==> src/rtl/pim_pkg.sv <==
package pim_pkg;
    localparam int PIM_CNT_W = 8;

    typedef enum logic [1:0] {
        PIM_IDLE  = 2'd0,
        PIM_RUN   = 2'd1,
        PIM_DRAIN = 2'd2
    } pim_state_e;
endpackage

==> src/rtl/pim_modreg.sv <==
module pim_modreg #(
    parameter int W = 8
) (
    input  logic         clk,
    input  logic         rst_n,
    input  logic         wr_en_i,
    input  logic [W-1:0] wdata_i,
    output logic [W-1:0] eff_mod_o,
    output logic         eff_zero_o
);
    logic [W-1:0] mod_q;

    always_ff @(posedge clk or negedge rst_n) begin
        if (!rst_n) begin
            mod_q <= '0;
        end else if (wr_en_i) begin
            mod_q <= wdata_i;
        end
    end

    // A write is honoured in the cycle it is presented.
    always_comb begin
        eff_mod_o  = wr_en_i ? wdata_i : mod_q;
        eff_zero_o = (eff_mod_o == '0);
    end
endmodule

==> src/rtl/pim_counter.sv <==
module pim_counter #(
    parameter int W = 8
) (
    input  logic         clk,
    input  logic         rst_n,
    input  logic         adv_i,
    input  logic [W-1:0] eff_mod_i,
    input  logic         eff_zero_i,
    output logic [W-1:0] cnt_o,
    output logic         cnt_zero_o,
    output logic         match_o,
    output logic         wrap_o
);
    logic [W-1:0] cnt_q;
    logic [W-1:0] cnt_inc;

    always_comb begin
        cnt_inc    = cnt_q + {{(W-1){1'b0}}, 1'b1};
        match_o    = !eff_zero_i && (cnt_inc == eff_mod_i);
        wrap_o     = (cnt_inc == '0);
        cnt_zero_o = (cnt_q == '0);
        cnt_o      = cnt_q;
    end

    always_ff @(posedge clk or negedge rst_n) begin
        if (!rst_n) begin
            cnt_q <= '0;
        end else if (adv_i) begin
            cnt_q <= match_o ? '0 : cnt_inc;
        end
    end
endmodule

==> src/rtl/pim_fsm.sv <==
module pim_fsm
    import pim_pkg::*;
(
    input  logic       clk,
    input  logic       rst_n,
    input  logic       tick_i,
    input  logic       eff_zero_i,
    input  logic       cnt_zero_i,
    input  logic       match_i,
    input  logic       wrap_i,
    output pim_state_e state_o,
    output logic       adv_o,
    output logic       irq_o
);
    pim_state_e state_q;
    pim_state_e state_d;
    logic       irq_q;

    // Next-state logic.
    always_comb begin
        state_d = state_q;
        unique case (state_q)
            PIM_IDLE: begin
                if (!eff_zero_i) state_d = PIM_RUN;          // start
            end
            PIM_RUN: begin
                if (eff_zero_i) begin
                    if (adv_o ? wrap_i : cnt_zero_i)
                        state_d = PIM_IDLE;                  // halt
                    else
                        state_d = PIM_DRAIN;                 // stop
                end
            end
            PIM_DRAIN: begin
                if (!eff_zero_i)
                    state_d = PIM_RUN;                       // resume
                else if (adv_o && wrap_i)
                    state_d = PIM_IDLE;                      // park
            end
            default: state_d = PIM_IDLE;
        endcase
    end

    // State register.
    always_ff @(posedge clk or negedge rst_n) begin
        if (!rst_n) begin
            state_q <= PIM_IDLE;
            irq_q   <= 1'b0;
        end else begin
            state_q <= state_d;
            irq_q   <= adv_o && match_i;
        end
    end

    // Outputs.
    always_comb begin
        adv_o   = tick_i && (state_q != PIM_IDLE);
        irq_o   = irq_q;
        state_o = state_q;
    end
endmodule

==> src/rtl/pim_periodic_irq.sv <==
module pim_periodic_irq
    import pim_pkg::*;
#(
    parameter int CNT_W = PIM_CNT_W
) (
    input  logic             clk,
    input  logic             rst_n,
    input  logic             tick_i,
    input  logic             wr_en_i,
    input  logic             rd_en_i,
    input  logic [CNT_W-1:0] wdata_i,
    output logic [CNT_W-1:0] rdata_o,
    output logic             irq_o
);
    logic [CNT_W-1:0] eff_mod;
    logic             eff_zero;
    logic [CNT_W-1:0] cnt_q;
    logic             cnt_zero;
    logic             match;
    logic             wrap;
    logic             adv;
    pim_state_e       state_q;

    pim_modreg #(.W(CNT_W)) u_modreg (
        .clk       (clk),
        .rst_n     (rst_n),
        .wr_en_i   (wr_en_i),
        .wdata_i   (wdata_i),
        .eff_mod_o (eff_mod),
        .eff_zero_o(eff_zero)
    );

    pim_counter #(.W(CNT_W)) u_counter (
        .clk       (clk),
        .rst_n     (rst_n),
        .adv_i     (adv),
        .eff_mod_i (eff_mod),
        .eff_zero_i(eff_zero),
        .cnt_o     (cnt_q),
        .cnt_zero_o(cnt_zero),
        .match_o   (match),
        .wrap_o    (wrap)
    );

    pim_fsm u_fsm (
        .clk       (clk),
        .rst_n     (rst_n),
        .tick_i    (tick_i),
        .eff_zero_i(eff_zero),
        .cnt_zero_i(cnt_zero),
        .match_i   (match),
        .wrap_i    (wrap),
        .state_o   (state_q),
        .adv_o     (adv),
        .irq_o     (irq_o)
    );

    assign rdata_o = rd_en_i ? cnt_q : '0;
endmodule

==> config.mk <==
export PLATFORM = sky130hd
export DESIGN_NAME = pim_periodic_irq
export DESIGN_NICKNAME = d
export VERILOG_FILES = /design/src/rtl/pim_pkg.sv /design/src/rtl/pim_modreg.sv /design/src/rtl/pim_counter.sv /design/src/rtl/pim_fsm.sv /design/src/rtl/pim_periodic_irq.sv
export SDC_FILE = /design/constraint.sdc
export NUM_CORES = 1
export LEC_CHECK = 0
export ABC_AREA = 0
export BUFFER_PORTS_ARGS = -buffer_cell sky130_fd_sc_hd__buf_2
export CAP_MARGIN = 30
export CELL_PAD_IN_SITES_DETAIL_PLACEMENT = 0
export CELL_PAD_IN_SITES_GLOBAL_PLACEMENT = 2
export CORE_UTILIZATION = 35
export CTS_CLUSTER_DIAMETER = 200
export DETAILED_ROUTE_END_ITERATION = 8
export PLACE_DENSITY_LB_ADDON = 0.1
export REMOVE_ABC_BUFFERS = 1
export SLEW_MARGIN = 20
export SYNTH_ARGS = -nofsm -noshare
export SYNTH_HDL_FRONTEND = slang
export SYNTH_SLANG_ARGS = --single-unit
==> constraint.sdc <==
create_clock -name clk -period 3.1 [get_ports clk]
set_clock_uncertainty 0.2 [all_clocks]
set_input_delay 0.155 -clock clk [delete_from_list [all_inputs] [get_ports clk]]
set_output_delay 0.155 -clock clk [all_outputs]
set_load 0.01 [all_outputs]
# ---- Word level (Yosys, flattened, before mapping)
# Index checks and enable logic that the tools add are counted.
dict set report totals {
  reg_bits 19
  inputBits 13
  elab_cells 32
}
dict set report classes {
  n_addsub 1
  n_eq_ne 6
  muxes 10
  reduce_logical 11
}
# op count
set ops {}
lappend ops {{$logic_not 8->1} 3}
lappend ops {{$mux 8} 3}
lappend ops {{$mux 2} 5}
lappend ops {{$add 8x1->8 const B} 1}
lappend ops {{$eq 8x8->1} 1}
lappend ops {{$pmux 2 s3} 1}
lappend ops {{$logic_and 1x1->1} 4}
lappend ops {{$ne 3x3->1 const B} 1}
lappend ops {{$reduce_and 3->1} 1}
lappend ops {{$eq 2x1->1 const B} 1}
lappend ops {{$eq 2x2->1 const B} 1}
lappend ops {{$logic_not 2->1} 1}
lappend ops {{$ne 2x1->1 const B} 1}
lappend ops {{$ne 2x2->1 const B} 1}
lappend ops {{$reduce_bool 2->1} 1}
lappend ops {{$logic_not 1->1} 1}
lappend ops {{$mux 1} 1}

# ---- Logic depth before layout (Yosys ltp)
# Gate-level depths: netlist of the first run.
dict set report depth {
  depth_word 6
  ltp_mapped 7
}

# ---- By module
# Synthesis of the first run repeated with hierarchy kept, for this count alone.
dict set report hier_totals {
  cells_unflattened 139
  area_unflattened_um2 1293.7
}
# module instances cells_per_inst area_each_um2 seq_area_each_um2
set modules_own_cells {}
lappend modules_own_cells {pim_counter 1 95 734.5 200.2}
lappend modules_own_cells {pim_modreg 1 25 385.4 200.2}
lappend modules_own_cells {pim_fsm 1 11 123.9 75.1}
lappend modules_own_cells {pim_periodic_irq 1 8 50.0 0.0}

# ---- Least setup slack after synthesis of the first run
# No wires, ideal clock.
dict set report synth_path {
  kind {flip-flop to flip-flop}
  startpoint {reg u_counter.cnt_q[0], in the netlist u_counter.cnt_o[0]}
  endpoint {reg u_counter.cnt_q[1], in the netlist u_counter.cnt_o[1]}
  setup_ns 0.150
  t_arrival_ns 1.917
  setup_slack_ns 0.833
  path_stages_with_launch 7
  path_buffers 0
  period_less_slack_ns 2.267
  cell_sequence {dfrtp_1 -> nand3_1 -> nor2_1 -> xor3_2 -> o21bai_1 -> a2111oi_4 -> o22ai_1}
}
dict set report synth_between {
  elab_chain_cells 4
}
# element line
set synth_rtl {}
lappend synth_rtl {{start, declared} pim_counter.sv:14} ;# logic [W-1:0] cnt_q;
lappend synth_rtl {{start signal, assigned} pim_counter.sv:29} ;# cnt_q <= match_o ? '0 : cnt_inc;
lappend synth_rtl {{$add 8x1->8 *} pim_counter.sv:18} ;# cnt_inc = cnt_q + {{(W-1){1'b0}}, 1'b1};
lappend synth_rtl {{$eq 8x8->1} pim_counter.sv:19} ;# match_o = !eff_zero_i && (cnt_inc == eff_mod_i);
lappend synth_rtl {{$logic_and 1x1->1} pim_counter.sv:19}
lappend synth_rtl {{$mux 8 *} pim_counter.sv:29}
# Every way passes the cells marked *; elsewhere a longest branch is shown, timed or not.
# A chain may end at the register's enable or synchronous reset.

# ---- Worst setup path after layout of the first run
dict set report layout_path {
  startpoint {reg u_counter.cnt_q[2], in the netlist u_counter.cnt_o[2]}
  endpoint {reg u_counter.cnt_q[6], in the netlist u_counter.cnt_o[6]}
}
# The elaborated chain is that of the path after synthesis.

==> results.sh, run 1 <==
export IMPL_rows=22
export IMPL_core_area_mm2=0.00374
export IMPL_port_buffer_count=21
export IMPL_dr_pass1_iters=4
export IMPL_yosysWarnings=0
export IMPL_clock_sinks=19
export IMPL_required_ns=3.00
export IMPL_cp_start_kind="flip-flop"
export IMPL_clock_latency_ns=0.26
export IMPL_die_x_um=65.1
export IMPL_fmax_mhz=363
export IMPL_antenna_cells=0
export IMPL_area_delta_synth_final_pct=14.2
export IMPL_critical_path_arrival_ns=2.66
export IMPL_cts_root_buffer="clkbuf_8"
export IMPL_tritoncts="yes"
export IMPL_antenna_found_initial=0
export IMPL_grt_pass1_vias=1113
export IMPL_status="finished, final reports clean"
export IMPL_power_per_cell_area_mw_per_mm2=564
export IMPL_routed_wirelength_um=3410
export IMPL_cts_buffers_inserted=3
export IMPL_synthAdderAreaFrac_pct=3.41
export IMPL_hold_buffers=5
export IMPL_peakVddDrop_v=0.000239
export IMPL_grt_total_usage_pct=18.0
export IMPL_cp_num_buf_inv=1
export IMPL_synth_xor_area_share_pct=7.45
export IMPL_synth_compound_area_share_pct=18.5
export IMPL_ant_nets=0
export IMPL_fp_dieArea_mm2=0.00424
export IMPL_worstSetupPathType="flip-flop to flip-flop"
export IMPL_ys_flop_type="dfrtp_1"
export IMPL_max_slew_margin_pct=57.3
export IMPL_layout_nets=186
export IMPL_synth_edf_count=0
export IMPL_cap_violations=0
export IMPL_synth_top_family_by_area="simple AND/OR/NAND/NOR gates"
export IMPL_rsz0062_at_grt="false"
export IMPL_hold_path_class="input pin to flip-flop"
export IMPL_grt_remaining_overflow=0
export IMPL_synth_seq_area_share_pct=34.1
export IMPL_finalMaxSlewViolations=0
export IMPL_fin_crit_ns=2.75
export IMPL_placed_cell_area_mm2=0.00150
export IMPL_htreeDepth=1
export IMPL_setup_viol=0
export IMPL_crit_fanout=11
export IMPL_drt_iter0_drc=24
export IMPL_synthesis_area_mm2=0.00139
export IMPL_die_y_um=65.1
export IMPL_ios=22
export IMPL_crit_family="compound AO/OA/AOI/OAI gates"
export IMPL_fillers=404
export IMPL_synth_cell_types=49
export IMPL_synth_seq_cells=19
export IMPL_grt_max_degree=20
export IMPL_gp_congestion=0.789
export IMPL_syn_inst=145
export IMPL_cpPeakStageDelay_ns=0.57
export IMPL_period_share_pct=88.8
export IMPL_power_leakage_nw=0.671
export IMPL_path_clk_slew_ns=0.08
export IMPL_drive_above_1_share_pct=25.4
export IMPL_cpMaxStageDelayCell="dfrtp_1"
export IMPL_cts_resized=0
export IMPL_hold_violations=0
export IMPL_dp_hpwl_um=2560
export IMPL_final_core_util_pct=42.5
export IMPL_tns_ns=0
export IMPL_routed_via_density=5.24
export IMPL_synth_simple_area_share_pct=21.2
export IMPL_worstPathCellList="nand3_1 > buf_4 > nor2_1 > xor3_2 > o21bai_1 > a2111oi_4 > a211oi_1"
export IMPL_async_flop_share_pct=100
export IMPL_clockBufferDepth=2
export IMPL_muxShareOfSynthArea_pct=7.63
export IMPL_routedWlPerCell_um=15.7
export IMPL_grt_pass1_wl_um=5690
export IMPL_syn_area_per_cell_um2=9.61
export IMPL_vias=1138
export IMPL_fin_area_mm2=0.00159
export IMPL_cts_setup_buffers=0
export IMPL_drc=0
export IMPL_end_kind="flip-flop"
export IMPL_initial_core_util_pct=37.2
export IMPL_tightestPinTransition_ns=0.634
Yosys cell counts, drive strengths merged, types with 3 or more instances:
library cell,number,area share [%]
nand2,10,2.7
mux2,5,4.3
dfrtp,19,34
nor4,3,1.3
and2,10,4.6
buf,5,3.6
nand3,8,2.9
nor3,5,1.8
xnor2,8,5.0
a21oi,7,2.5
nor2,9,2.4
o21ai,8,2.9
ha,3,2.7
inv,8,2.2
mux2i,3,3.3
flip-flops by register name, summed over array words and instances (netlist names):
name	cells
u_counter.cnt_o	8
u_fsm.irq_o	1
u_fsm.state_o	2
u_modreg.mod_q	8
area by class of cell:
| type | count | area, um2 | share of cell area, % |
|---|---|---|---|
| Multi-Input combinational cell | 110 | 811 | 50.9 |
| Sequential cell | 19 | 475 | 29.9 |
| Timing Repair Buffer | 28 | 170 | 10.7 |
| Tap cell | 48 | 60.1 | 3.77 |
| Clock buffer | 4 | 45.0 | 2.83 |
| Inverter | 8 | 30.0 | 1.89 |
power breakdown:
group,internal [W],switching (W)
logic,0.000164,0.000185
registers,0.000286,0.0000839
clock network,0.0000915,0.0000867
total,0.000542,0.000356
worst paths after layout:
check                                        start                  to  slack (ns)  depth (start not counted)
min in group asynchronous                    rst_n    u_fsm.state_o[1]        0.16                          2
max in group asynchronous                    rst_n  u_counter.cnt_o[4]        2.23                          2
worst max-delay path            u_counter.cnt_o[2]  u_counter.cnt_o[6]        0.35                          7
worst min register to register    u_fsm.state_o[0]    u_fsm.state_o[0]        0.34                          1
worst min-delay path                    wdata_i[0]   u_modreg.mod_q[0]       0.007                          2
worst max register to register  u_counter.cnt_o[2]  u_counter.cnt_o[6]        0.35                          7
per-layer routing:
| metal | GRT usage, % | part of all wire, % | vias up |
|---|---|---|---|
| met5 | 0 | 0 | - |
| met4 | 5.71 | 1.5 | 0 |
| met3 | 1.91 | 4.0 | 7 |
| met2 | 31.8 | 48 | 33 |
| met1 | 23.0 | 47 | 527 |
| li1 | - | - | 571 |
metrics by stage:
stage / worst slack, ns / power, W / instances / hold slack [ns]
after floorplan: 0.773 / 0.000611 / 137 / -0.341
after global placement: 0.392 / 0.000724 / 208 / -0.0754
after detailed placement: 0.329 / 0.000724 / 208 / -0.0756
after CTS: 0.317 / 0.000904 / 217 / 0.00328
after global routing: 0.137 / 0.000973 / 217 / 0.0181
final: 0.346 / 0.000898 / 217 / 0.00695
cells in the final DEF, fill, tap and decap left out, drive strengths merged, types with 2 or more instances in the layout:
master,instances
nand3,8
o21ai,8
nor2,9
buf,23
inv,8
a21oi,7
nand2,10
o21a,2
a22oi,2
xnor2,8
clkbuf,4
a31oi,2
and2,10
mux2i,3
dfrtp,19
nor2b,2
dlygate4sd3,5
a2111oi,2
nor3,5
nor4,3
o22ai,2
a211oi,2
ha,3
nor3b,2
mux2,5
logic make-up after synthesis:
group           Yosys count
simple gates             55
xor+xnor                 10
flops                    19
buf+inv                  16
compound gates           33
mux                       8
fa+ha+maj                 4
No activity file was read; power rests on OpenSTA's default activity.
==> run 2: changes to the inputs <==
- ABC_AREA: 0 -> 1
- BUFFER_PORTS_ARGS: -buffer_cell sky130_fd_sc_hd__buf_2 -> -buffer_cell sky130_fd_sc_hd__buf_4
- CORE_UTILIZATION: 35 -> 30
- HOLD_SLACK_MARGIN: default -> 0.1
==> run 2 against run 1 <==
Register-to-register slack gained 0.69 ns; clock power grew 3%; largest power group unchanged; via count grew 11%; maximum frequency grew 20%.
==> results.sh, run 2 <==
export IMPL_status="finished, final reports clean"
export IMPL_critical_path_arrival_ns=2.25
export IMPL_syn_area_per_cell_um2=6.68
export IMPL_swShare_pct=40.8
export IMPL_tightestPinTransition_ns=0.600
export IMPL_fmax_mhz=436
export IMPL_final_core_util_pct=39.2
export IMPL_r2r_start="u_counter.cnt_o[0]"
export IMPL_drt_iter0_drc=39
export IMPL_max_slew_margin_pct=59.9
export IMPL_multiInputGateArea_um2=714
export IMPL_hold_path_class="input pin to async pin"
export IMPL_power_switching_w=0.000353
export IMPL_period_share_pct=74.1
export IMPL_ios=22
export IMPL_die_y_um=69.2
export IMPL_place_inst=272
export IMPL_antenna_cells=0
export IMPL_setup_viol=0
export IMPL_synth_cell_types=27
export IMPL_peakVddDrop_v=0.000281
export IMPL_finalMaxSlewViolations=0
export IMPL_comb_power_share_pct=38.6
export IMPL_power_leakage_nw=0.969
export IMPL_async_flop_share_pct=100
export IMPL_tns_ns=0
export IMPL_end_kind="flip-flop"
export IMPL_routed_via_density=4.42
export IMPL_clock_power_share_pct=21.3
export IMPL_synth_seq_area_share_pct=35.1
export IMPL_hold_violations=0
export IMPL_dr_pass1_iters=4
export IMPL_yosysMostFrequentCell="nand2_1"
export IMPL_grt_pass1_vias=1182
export IMPL_crit_fanout=9
export IMPL_placed_cell_area_mm2=0.00155
export IMPL_grt_remaining_overflow=0
export IMPL_synth_commonest_cells="nand2_1, inv_1, dfrtp_1, nand3_1, nor2_1"
export IMPL_seq_area_um2=475
export IMPL_required_ns=3.05
export IMPL_routed_wirelength_um=3300
export IMPL_timing_hold_ws_ns=0.102
export IMPL_clock_latency_ns=0.27
export IMPL_cts_setup_buffers=0
export IMPL_path_clk_slew_ns=0.08
export IMPL_cp_start_kind="input pin"
export IMPL_grt_total_usage_pct=14.8
export IMPL_dp_hpwl_um=2520
export IMPL_worstSetupPathType="input pin to flip-flop"
export IMPL_synth_edf_count=0
export IMPL_grt_max_degree=20
export IMPL_cts_buffers_inserted=3
export IMPL_vias=1268
export IMPL_cap_violations=0
export IMPL_cts_root_buffer="clkbuf_8"
export IMPL_internal_power_w=0.000512
export IMPL_rr_worst_depth=12
export IMPL_htreeDepth=1
export IMPL_clockBufferDepth=2
export IMPL_tritoncts="yes"
export IMPL_area_delta_synth_final_pct=25.9
export IMPL_seq_power_share_pct=40.0
export IMPL_fin_area_mm2=0.00171
export IMPL_drive_above_1_share_pct=20.9
export IMPL_synthesis_area_mm2=0.00136
export IMPL_layout_nets=252
export IMPL_fillers=462
export IMPL_clock_sinks=19
export IMPL_synth_seq_cells=19
export IMPL_grt_pass1_wl_um=5700
export IMPL_rows=24
export IMPL_rsz0062_at_grt="false"
export IMPL_core_area_mm2=0.00435
export IMPL_ant_nets=0
export IMPL_antenna_found_initial=0
export IMPL_most_common_layout_cells="nand2_1, inv_1, buf_4"
export IMPL_routedWlPerCell_um=11.5
export IMPL_final_cells=287
export IMPL_drc=0
export IMPL_fin_crit_ns=2.30
export IMPL_initial_core_util_pct=31.1
export IMPL_yosysTopAreaCellShare_pct=35.1
export IMPL_port_buffer_count=21
export IMPL_gp_congestion=0.771
export IMPL_fp_dieArea_mm2=0.00479
export IMPL_syn_inst=203
export IMPL_r2r_end="u_counter.cnt_o[7]"
export IMPL_yosysWarnings=0
export IMPL_synth_top_cell_by_area="dfrtp_1"
export IMPL_final_common_cell="nand2_1"
export IMPL_synth_area_leaders="dfrtp_1, nand2_1, inv_1"
export IMPL_reg2reg_setup_slack_ns=1.04
export IMPL_power_per_cell_area_mw_per_mm2=506
export IMPL_ys_flop_type="dfrtp_1"
export IMPL_die_x_um=69.2
[run 2: cell count changes after synthesis, sizes merged, moves of 7 or more]
| cell | before | now |
|---|---|---|
| xnor2 | 8 | 1 |
| nor2 | 9 | 17 |
| and2 | 10 | 0 |
| nand3 | 8 | 17 |
| nand2 | 10 | 84 |
| inv | 8 | 37 |
[run 2: repair_timing]
action                                 in CTS  in global routing
hold buffers                               11                  0
endpoints found under the hold margin      26                  0
gates resized for setup                     0                  0
setup endpoints to repair                   0                  0
[run 2: power groups by stage]
| stage | Sequential, W | Combinational (W) | Clock, W |
|---|---|---|---|
| 3_3_place_gp | 0.000353 | 0.000329 | 0 |
| 6_report | 0.000346 | 0.000334 | 0.000184 |
| 2_1_floorplan | 0.000332 | 0.000231 | 0 |
| 4_1_cts | 0.000349 | 0.000340 | 0.000188 |
| 5_1_grt | 0.000358 | 0.000383 | 0.000198 |
| 3_5_place_dp | 0.000354 | 0.000327 | 0 |
[run 2: layout make-up]
class / instances / share of cell area [%]
clock buffer: 3 / 2.42
clock inverter: 1 / 0.293
inverter: 37 / 8.13
multi-input combinational: 143 / 41.8
sequential: 19 / 27.8
tap: 52 / 3.81
timing repair buffer: 32 / 15.7
[run 2: layer usage]
| layer | GRT usage [%] | vias up | part of all wire [%] |
|---|---|---|---|
| li1 | - | 687 | - |
| met1 | 22.0 | 549 | 53 |
| met2 | 22.0 | 27 | 42 |
| met3 | 2.18 | 5 | 3.2 |
| met4 | 4.76 | 0 | 1.3 |
| met5 | 0 | - | 0 |
[run 2: worst max path at each step]
stage                  startpoint                 end  slack (ns)  depth (start not counted)
5_1_grt                wdata_i[4]  u_counter.cnt_o[7]        0.68                         14
2_1_floorplan  u_counter.cnt_o[0]  u_counter.cnt_o[3]        1.24                         10
6_report               wdata_i[1]  u_counter.cnt_o[7]        0.80                         13
3_3_place_gp   u_counter.cnt_o[1]  u_counter.cnt_o[1]        1.03                         12
3_5_place_dp   u_counter.cnt_o[0]  u_counter.cnt_o[2]        1.03                         12
4_1_cts                wdata_i[1]  u_counter.cnt_o[2]        0.81                         13
[run 2: cell families (layout without fill, tap and decap cells)]
family                   count (synthesis)  in the layout  share of synthesized area [%]
adder cells (fa/ha/maj)                  3              3                           2.77
AND/OR/NAND/NOR                        128            128                           43.9
flip-flops                              19             19                           35.1
AO/OA/AOI/OAI                           11             11                           5.35
buffers and inverters                   41             73                           12.3
XOR/XNOR                                 1              1                          0.646
[run 2: worst max-delay path: stages]
cell and delay [ns]:
dlygate4sd3_1 0.53, buf_4 0.13, nand2_2 0.07, dlygate4sd3_1 0.56
nand2_1 0.07, nand2_1 0.06, nand2_1 0.05, a21oi_2 0.11
nand3_1 0.09, nor2_2 0.17, nand2_4 0.12, nand2_1 0.08
nand2_1 0.05
[run 2: stage by stage]
stage	total power [W]	setup slack [ns]
3_5_place_dp	0.000681	1.03
3_3_place_gp	0.000682	1.03
2_1_floorplan	0.000562	1.24
6_report	0.000865	0.804
5_1_grt	0.000939	0.684
4_1_cts	0.000877	0.808
